### config.mk
export PLATFORM = sky130hd
export DESIGN_NAME = tmrclk_unit
export DESIGN_NICKNAME = d
export VERILOG_FILES = /design/src/rtl/tmrclk_pkg.sv /design/src/rtl/tmrclk_halt.sv /design/src/rtl/tmrclk_chan.sv /design/src/rtl/tmrclk_unit.sv
export SDC_FILE = /design/constraint.sdc
export NUM_CORES = 1
export LEC_CHECK = 0
export BUFFER_PORTS_ARGS = -buffer_cell sky130_fd_sc_hd__buf_2
export CAP_MARGIN = 20
export CORE_MARGIN = 2
export CORE_UTILIZATION = 50
export DETAILED_ROUTE_END_ITERATION = 16
export PLACE_DENSITY_LB_ADDON = 0.12
export SYNTH_ARGS = -nofsm -noshare
export SYNTH_HDL_FRONTEND = slang
export SYNTH_HIERARCHICAL = 1
export SYNTH_SLANG_ARGS = --single-unit
### constraint.sdc
create_clock -name clk -period 4.15 [get_ports clk]
set_input_delay 0.6225 -clock clk [delete_from_list [all_inputs] [get_ports clk]]
set_output_delay 0.6225 -clock clk [all_outputs]
set_load 0.01 [all_outputs]
### src/rtl/tmrclk_pkg.sv
package tmrclk_pkg;

    localparam int HALT_W      = 17;
    localparam int OS_HALT_BIT = 15;
    localparam int WD_HALT_BIT = 16;
    localparam int PSC_MAX     = 5;
    localparam int DIV_W       = 2 * PSC_MAX;

    localparam int A_HALT     = 'h00;
    localparam int A_SET      = 'h04;
    localparam int A_CLR      = 'h08;
    localparam int A_TMR_BASE = 'h10;
    localparam int A_OS       = 'h3C;
    localparam int A_WD       = 'h40;

    typedef enum logic [1:0] {
        SRC_NONE,
        SRC_PCLK,
        SRC_RTC,
        SRC_EXT
    } src_e;

    // Low six bits of a control word: prescale above, one-hot select below.
    typedef struct packed {
        logic [2:0] psc;
        logic [2:0] sel;
    } ctl_fld_t;

    localparam int FLD_W = $bits(ctl_fld_t);

    // The lowest set select bit decides.
    function automatic src_e pick_src(input logic [2:0] sel);
        if (sel[0])      return SRC_PCLK;
        else if (sel[1]) return SRC_RTC;
        else if (sel[2]) return SRC_EXT;
        else             return SRC_NONE;
    endfunction

    function automatic logic [2:0] clamp_psc(input logic [2:0] p);
        return (p > 3'(PSC_MAX)) ? 3'(PSC_MAX) : p;
    endfunction

    // Terminal count of the divider: 4^p - 1.
    function automatic logic [DIV_W-1:0] wrap_val(input logic [2:0] p);
        logic [DIV_W:0] full;
        full = ({{DIV_W{1'b0}}, 1'b1} << (2 * clamp_psc(p))) - 1'b1;
        return full[DIV_W-1:0];
    endfunction

    function automatic int halt_bit(input int ch, input int ntmr);
        if (ch < ntmr)       return ch;
        else if (ch == ntmr) return OS_HALT_BIT;
        else                 return WD_HALT_BIT;
    endfunction

    function automatic int ctl_addr(input int ch, input int ntmr);
        if (ch < ntmr)       return A_TMR_BASE + 4 * ch;
        else if (ch == ntmr) return A_OS;
        else                 return A_WD;
    endfunction

    function automatic logic [HALT_W-1:0] halt_mask(input int ntmr);
        logic [HALT_W-1:0] m;
        m = '0;
        for (int i = 0; i < ntmr; i++) m[i] = 1'b1;
        m[OS_HALT_BIT] = 1'b1;
        m[WD_HALT_BIT] = 1'b1;
        return m;
    endfunction

endpackage

### src/rtl/tmrclk_halt.sv
module tmrclk_halt
    import tmrclk_pkg::*;
#(
    parameter int                W    = HALT_W,
    parameter logic [HALT_W-1:0] MASK = '1
) (
    input  logic         clk,
    input  logic         rst,
    input  logic         set_we,
    input  logic         clr_we,
    input  logic [W-1:0] wdata,
    output logic [W-1:0] halt_o
);

    localparam logic [W-1:0] M = W'(MASK);

    logic [W-1:0] halt_q;
    logic [W-1:0] hit;

    assign hit    = wdata & M;
    assign halt_o = halt_q;

    always_ff @(posedge clk) begin
        if (rst)         halt_q <= M;
        else if (set_we) halt_q <= halt_q | hit;
        else if (clr_we) halt_q <= halt_q & ~hit;
    end

    AST_SET_APPLIED: assert property (@(posedge clk) disable iff (rst)
        set_we |=> ((halt_q & $past(hit)) == $past(hit)));
    AST_SET_KEEPS: assert property (@(posedge clk) disable iff (rst)
        set_we |=> ((halt_q & ~$past(wdata)) == ($past(halt_q) & ~$past(wdata))));
    AST_CLR_APPLIED: assert property (@(posedge clk) disable iff (rst)
        (clr_we && !set_we) |=> ((halt_q & $past(hit)) == '0));
    AST_IDLE_STABLE: assert property (@(posedge clk) disable iff (rst)
        (!set_we && !clr_we) |=> $stable(halt_q));

endmodule

### src/rtl/tmrclk_chan.sv
module tmrclk_chan
    import tmrclk_pkg::*;
#(
    parameter int CTL_W = 16
) (
    input  logic             clk,
    input  logic             rst,
    input  logic             halt_i,
    input  logic             wr_i,
    input  logic [CTL_W-1:0] wdata_i,
    input  logic [2:0]       src_tk_i,
    output logic [CTL_W-1:0] ctl_o,
    output logic             tick_o
);

    logic [CTL_W-1:0] ctl_q;
    logic [DIV_W-1:0] cnt_q;
    logic             tick_q;
    ctl_fld_t         fld_q;
    ctl_fld_t         fld_new;
    logic             accept;
    logic             fld_chg;
    logic             src_tk;
    logic             at_wrap;

    assign fld_q   = ctl_fld_t'(ctl_q[FLD_W-1:0]);
    assign fld_new = ctl_fld_t'(wdata_i[FLD_W-1:0]);
    assign accept  = wr_i && !halt_i;
    assign fld_chg = accept && (fld_new != fld_q);
    assign at_wrap = (cnt_q == wrap_val(fld_q.psc));

    always_comb begin
        case (pick_src(fld_q.sel))
            SRC_PCLK: src_tk = src_tk_i[0];
            SRC_RTC:  src_tk = src_tk_i[1];
            SRC_EXT:  src_tk = src_tk_i[2];
            default:  src_tk = 1'b0;
        endcase
    end

    always_ff @(posedge clk) begin
        if (rst) begin
            ctl_q  <= '0;
            cnt_q  <= '0;
            tick_q <= 1'b0;
        end else begin
            if (accept) ctl_q <= wdata_i;
            tick_q <= 1'b0;
            if (halt_i || fld_chg) begin
                cnt_q <= '0;
            end else if (src_tk) begin
                if (at_wrap) begin
                    cnt_q  <= '0;
                    tick_q <= 1'b1;
                end else begin
                    cnt_q <= cnt_q + 1'b1;
                end
            end
        end
    end

    assign ctl_o  = halt_i ? '0 : ctl_q;
    assign tick_o = tick_q;

    AST_HALT_SILENT: assert property (@(posedge clk) disable iff (rst)
        halt_i |=> !tick_o);
    AST_LOCKED_WRITE: assert property (@(posedge clk) disable iff (rst)
        (wr_i && halt_i) |=> $stable(ctl_q));
    AST_NO_SELECT: assert property (@(posedge clk) disable iff (rst)
        (fld_q.sel == 3'b000) |=> !tick_o);
    AST_CNT_BOUND: assert property (@(posedge clk) disable iff (rst)
        cnt_q <= wrap_val(fld_q.psc));
    AST_RESTART: assert property (@(posedge clk) disable iff (rst)
        (halt_i || fld_chg) |=> (cnt_q == '0));

endmodule

### src/rtl/tmrclk_unit.sv
module tmrclk_unit
    import tmrclk_pkg::*;
#(
    parameter int NUM_TMR = 8,
    parameter int ADDR_W  = 8,
    parameter int DATA_W  = 32,
    parameter int CTL_W   = 16
) (
    input  logic                 clk,
    input  logic                 rst,
    input  logic [ADDR_W-1:0]    bus_addr,
    input  logic [DATA_W-1:0]    bus_wdata,
    input  logic                 bus_we,
    output logic [DATA_W-1:0]    bus_rdata,
    input  logic                 pclk_tk,
    input  logic                 rtc_tk,
    input  logic                 ext_tk,
    output logic [NUM_TMR+1:0]   tick_o
);

    localparam int                NUM_CH = NUM_TMR + 2;
    localparam logic [HALT_W-1:0] HMASK  = halt_mask(NUM_TMR);

    logic [HALT_W-1:0] halt_q;
    logic [CTL_W-1:0]  ctl_rd [NUM_CH];
    logic [2:0]        src_vec;
    logic              set_we;
    logic              clr_we;
    logic              unused_wdata;

    assign src_vec      = {ext_tk, rtc_tk, pclk_tk};
    assign set_we       = bus_we && (bus_addr == ADDR_W'(A_SET));
    assign clr_we       = bus_we && (bus_addr == ADDR_W'(A_CLR));
    assign unused_wdata = ^bus_wdata[DATA_W-1:HALT_W];

    tmrclk_halt #(
        .W    (HALT_W),
        .MASK (HMASK)
    ) u_halt (
        .clk    (clk),
        .rst    (rst),
        .set_we (set_we),
        .clr_we (clr_we),
        .wdata  (bus_wdata[HALT_W-1:0]),
        .halt_o (halt_q)
    );

    for (genvar c = 0; c < NUM_CH; c++) begin : g_ch
        localparam int HB = halt_bit(c, NUM_TMR);
        localparam int CA = ctl_addr(c, NUM_TMR);
        logic wr_sel;
        assign wr_sel = bus_we && (bus_addr == ADDR_W'(CA));

        tmrclk_chan #(
            .CTL_W (CTL_W)
        ) u_chan (
            .clk      (clk),
            .rst      (rst),
            .halt_i   (halt_q[HB]),
            .wr_i     (wr_sel),
            .wdata_i  (bus_wdata[CTL_W-1:0]),
            .src_tk_i (src_vec),
            .ctl_o    (ctl_rd[c]),
            .tick_o   (tick_o[c])
        );
    end

    always_comb begin
        bus_rdata = '0;
        if (bus_addr == ADDR_W'(A_HALT)) bus_rdata = DATA_W'(halt_q);
        for (int c = 0; c < NUM_CH; c++) begin
            if (bus_addr == ADDR_W'(ctl_addr(c, NUM_TMR))) bus_rdata = DATA_W'(ctl_rd[c]);
        end
    end

    AST_RESET_ALL_STOPPED: assert property (@(posedge clk)
        rst |=> (halt_q == HMASK));
    AST_STOPPED_NO_TICK: assert property (@(posedge clk) disable iff (rst)
        (halt_q[WD_HALT_BIT] && !clr_we) |=> !tick_o[NUM_CH-1]);

endmodule

==> metrics <==
antenna-violating nets left 0; Yosys top cell by area dfxtp_1; Hold Vio Cnt, Final 0; Reg area ~5600 µm²; Tot GR Track Use just under 30%; GR Util met3 between 3 and 4%; fmax about 0.27 GHz; NetSw approximately 1.4 mW; synth top area cells dfxtp_1 (32%), nand2_1 (9.4%), nor2b_1 (7.4%); Mapped Cells ~2200; Vias 15331; Final nets about 2200; initial antenna violation count 0; final WL roughly 53000 µm; synth unique cells about 80; DIE HEIGHT between 150 and 200 µm; Critical path buffers and inverters 4; Final setup viols 0; critical path required time ~3.5 ns; Multi-input gate area ~11000 µm²; estimated wirelength of the detail-placed design ~36000 µm; Initial Util around half; routed vias/inst 5.865; # Post-CTS Setup Buffers 0; cells along the critical path buf_2 > buf_4 > inv_1 > nor4_2 > a21oi_1 > o211ai_1 > buf_2; syn avg cell area about 8.0 µm²; initial DRC count approximately 1400; final worst slack between 0.4 and 0.5 ns; Clk network pwr share between 50% and 60%; Mapped Area 17340 µm²; EDFF count, synth 0; RSZ-0062 raised after global routing no; post-synthesis register bit count 280; Num Clock Sinks 280; Pre-Repair DR Iteration Count 5; vias in the first global route around 14000; CP delay by family, top buffers and inverters; Resized cells post-CTS 0; Synth warnings 6; Routed WL per cell 20.19 µm; Int Pwr 4.810 mW; Max VDD drop ~300 µV; synthesis-to-layout area growth 8.631%; CTS Buf Count 35; CP Capture Type primary output; CORE AREA around 34000 µm²; Comb pwr share 4.7%; Root Buffer clkbuf_16; Fin Setup TNS 0 ns; die width 190.2 µm; Final GP Congestion a little under 1; top cell type's share of synthesized area roughly 32%; min-delay worst type primary input to flip-flop; first-pass GRT wire length 81980 µm; crit-path max cell delay 0.64 ns; CTS tree done; layout cells sized above 1 between 10% and 20%; Worst Max-Slew Pin Slew 0.9520 ns; clock tree buffer depth 3; global route total overflow 0; IO Port Bufs 57; pre-CTS WS 0.5322 ns; slew margin rel. ~37%; antenna diode count 0; most frequent CP cell buf_2; main flop type after synthesis dfxtp_1; worst endpoint data arrival time between 3 and 4 ns; I/O Pins 88; status complete, no violations; DRC Markers 0; Post-synth ARST share 0%; # rows slightly below 70; max-slew violation count 0; GRT Max-Usage Layer met2; sequential cell area fraction in the yosys report between 30% and 40%; H-tree depth 2; Pwr Density 332.1 nW/µm²; critical path type primary input to primary output; Slowest-stage cell, CP nor4_2; GR Util met1 between 30% and 40%; Hold Buf Count CTS 0; CP max FO 25; die area ~36000 µm²; met2 usage in global routing 45.58%; commonest non-fill, non-tap cell in the layout nand2_1; Reg2Reg Setup Slack around 1.5 ns; Tcrit/Tclk final 89.97%; clock network latency to the later pin of the worst-skew pair approximately 0.53 ns; Layout Skew approximately 0.017 ns; CP Launch Type primary input; Final min period 3.734 ns; filler instances roughly 3300; share of power burned in registers between 40% and 50%; pin count of the biggest net entering global routing 92; switching share of power roughly 23%; Leak 5.766 nW; max-cap viol count 0; Reg clk slew, reported paths roughly 0.06 ns; most frequent cells in the layout nand2_1 (433), dfxtp_1 (280), a21oi_1 (218), nor2b_1 (205), xor2_1 (105)
path summary, 6_finish.rpt:
kind	from	end	depth (start not counted)
max	bus_addr[4]	bus_rdata[14]	7
min	bus_wdata[16]	flip-flop	2
max reg2reg	g_ch[1].u_chan/ctl_q[4]	g_ch[1].u_chan/tick_o	6
min reg2reg	g_ch[8].u_chan/ctl_q[11]	g_ch[8].u_chan/ctl_q[11]	2
cell usage after synthesis, types with 30 or more instances:
library cell	number
clkbuf_1	74
nand2_1	433
xor2_1	105
nor2_1	63
buf_4	36
and3_1	44
xnor2_1	72
nor3_2	95
nor3_1	31
dfxtp_1	280
a21oi_1	218
nand4_1	66
o21ai_0	31
nor2b_1	205
buf_2	30
sequential cells by signal, indices dropped and copies added, names as in the netlist, named ones only:
signal,count
g_ch.u_chan/cnt_q,100
g_ch.u_chan/ctl_q,160
g_ch.u_chan/tick_o,10
worst register-to-register path: cells and delay by family (launching register included):
family | cells | cell delay, ns
AND/OR/NAND/NOR | 2 | 0.72
XOR/XNOR | 1 | 0.14
flip-flops | 1 | 0.41
adder cells (fa/ha/maj) | 1 | 0.31
AO/OA/AOI/OAI | 2 | 0.96
cells by family (layout without fill, tap and decap cells):
logic type               after synthesis  after routing  share of synthesized area (%)
other                                  2             22                        0.04331
AO/OA/AOI/OAI                        406            406                          15.67
buffers and inverters                182            167                          5.953
AND/OR/NAND/NOR                     1049           1049                          33.36
adder cells (fa/ha/maj)               19             19                          1.371
XOR/XNOR                             177            177                          8.941
multiplexers                          39             39                          2.331
flip-flops                           280            280                          32.33
power groups by stage:
stage,Combinational [mW],Sequential (mW),Clock [mW]
2_1_floorplan,0.160,2.75,0
5_1_grt,0.310,2.69,3.45
4_1_cts,0.289,2.69,3.34
6_report,0.297,2.69,3.27
3_3_place_gp,0.288,2.75,0
3_5_place_dp,0.288,2.75,0
metrics by stage:
step,power (mW),utilization (%),hold slack (ns),cells,cell area (µm²)
6_report,6.256,54.80,0.3590,2614,18840
5_1_grt,6.442,54.80,0.3437,2614,18840
4_1_cts,6.314,54.80,0.3453,2614,18840
3_5_place_dp,3.036,51.18,0.4417,2551,17590
3_3_place_gp,3.036,51.18,0.4372,2551,17590
2_1_floorplan,2.908,-,0.4318,2174,17410
layout make-up:
class                   instances  area share [%]
clock buffers                  52           5.746
clock inverters                11          0.8503
inverters                       4         0.07971
multi-input cells            1712           57.21
flip-flops and latches        280           29.76
well taps                     455           3.022
repair buffers                100           3.328
metal layers:
metal | wire, µm | share of wire (%) | vias to the layer above
li1 | - | - | 7363
met1 | 23490 | 45 | 7341
met2 | 23520 | 45 | 527
met3 | 3506 | 6.6 | 100
met4 | 2261 | 4.3 | 0
met5 | 0 | 0 | -
No activity file was read; power rests on OpenSTA's default activity.
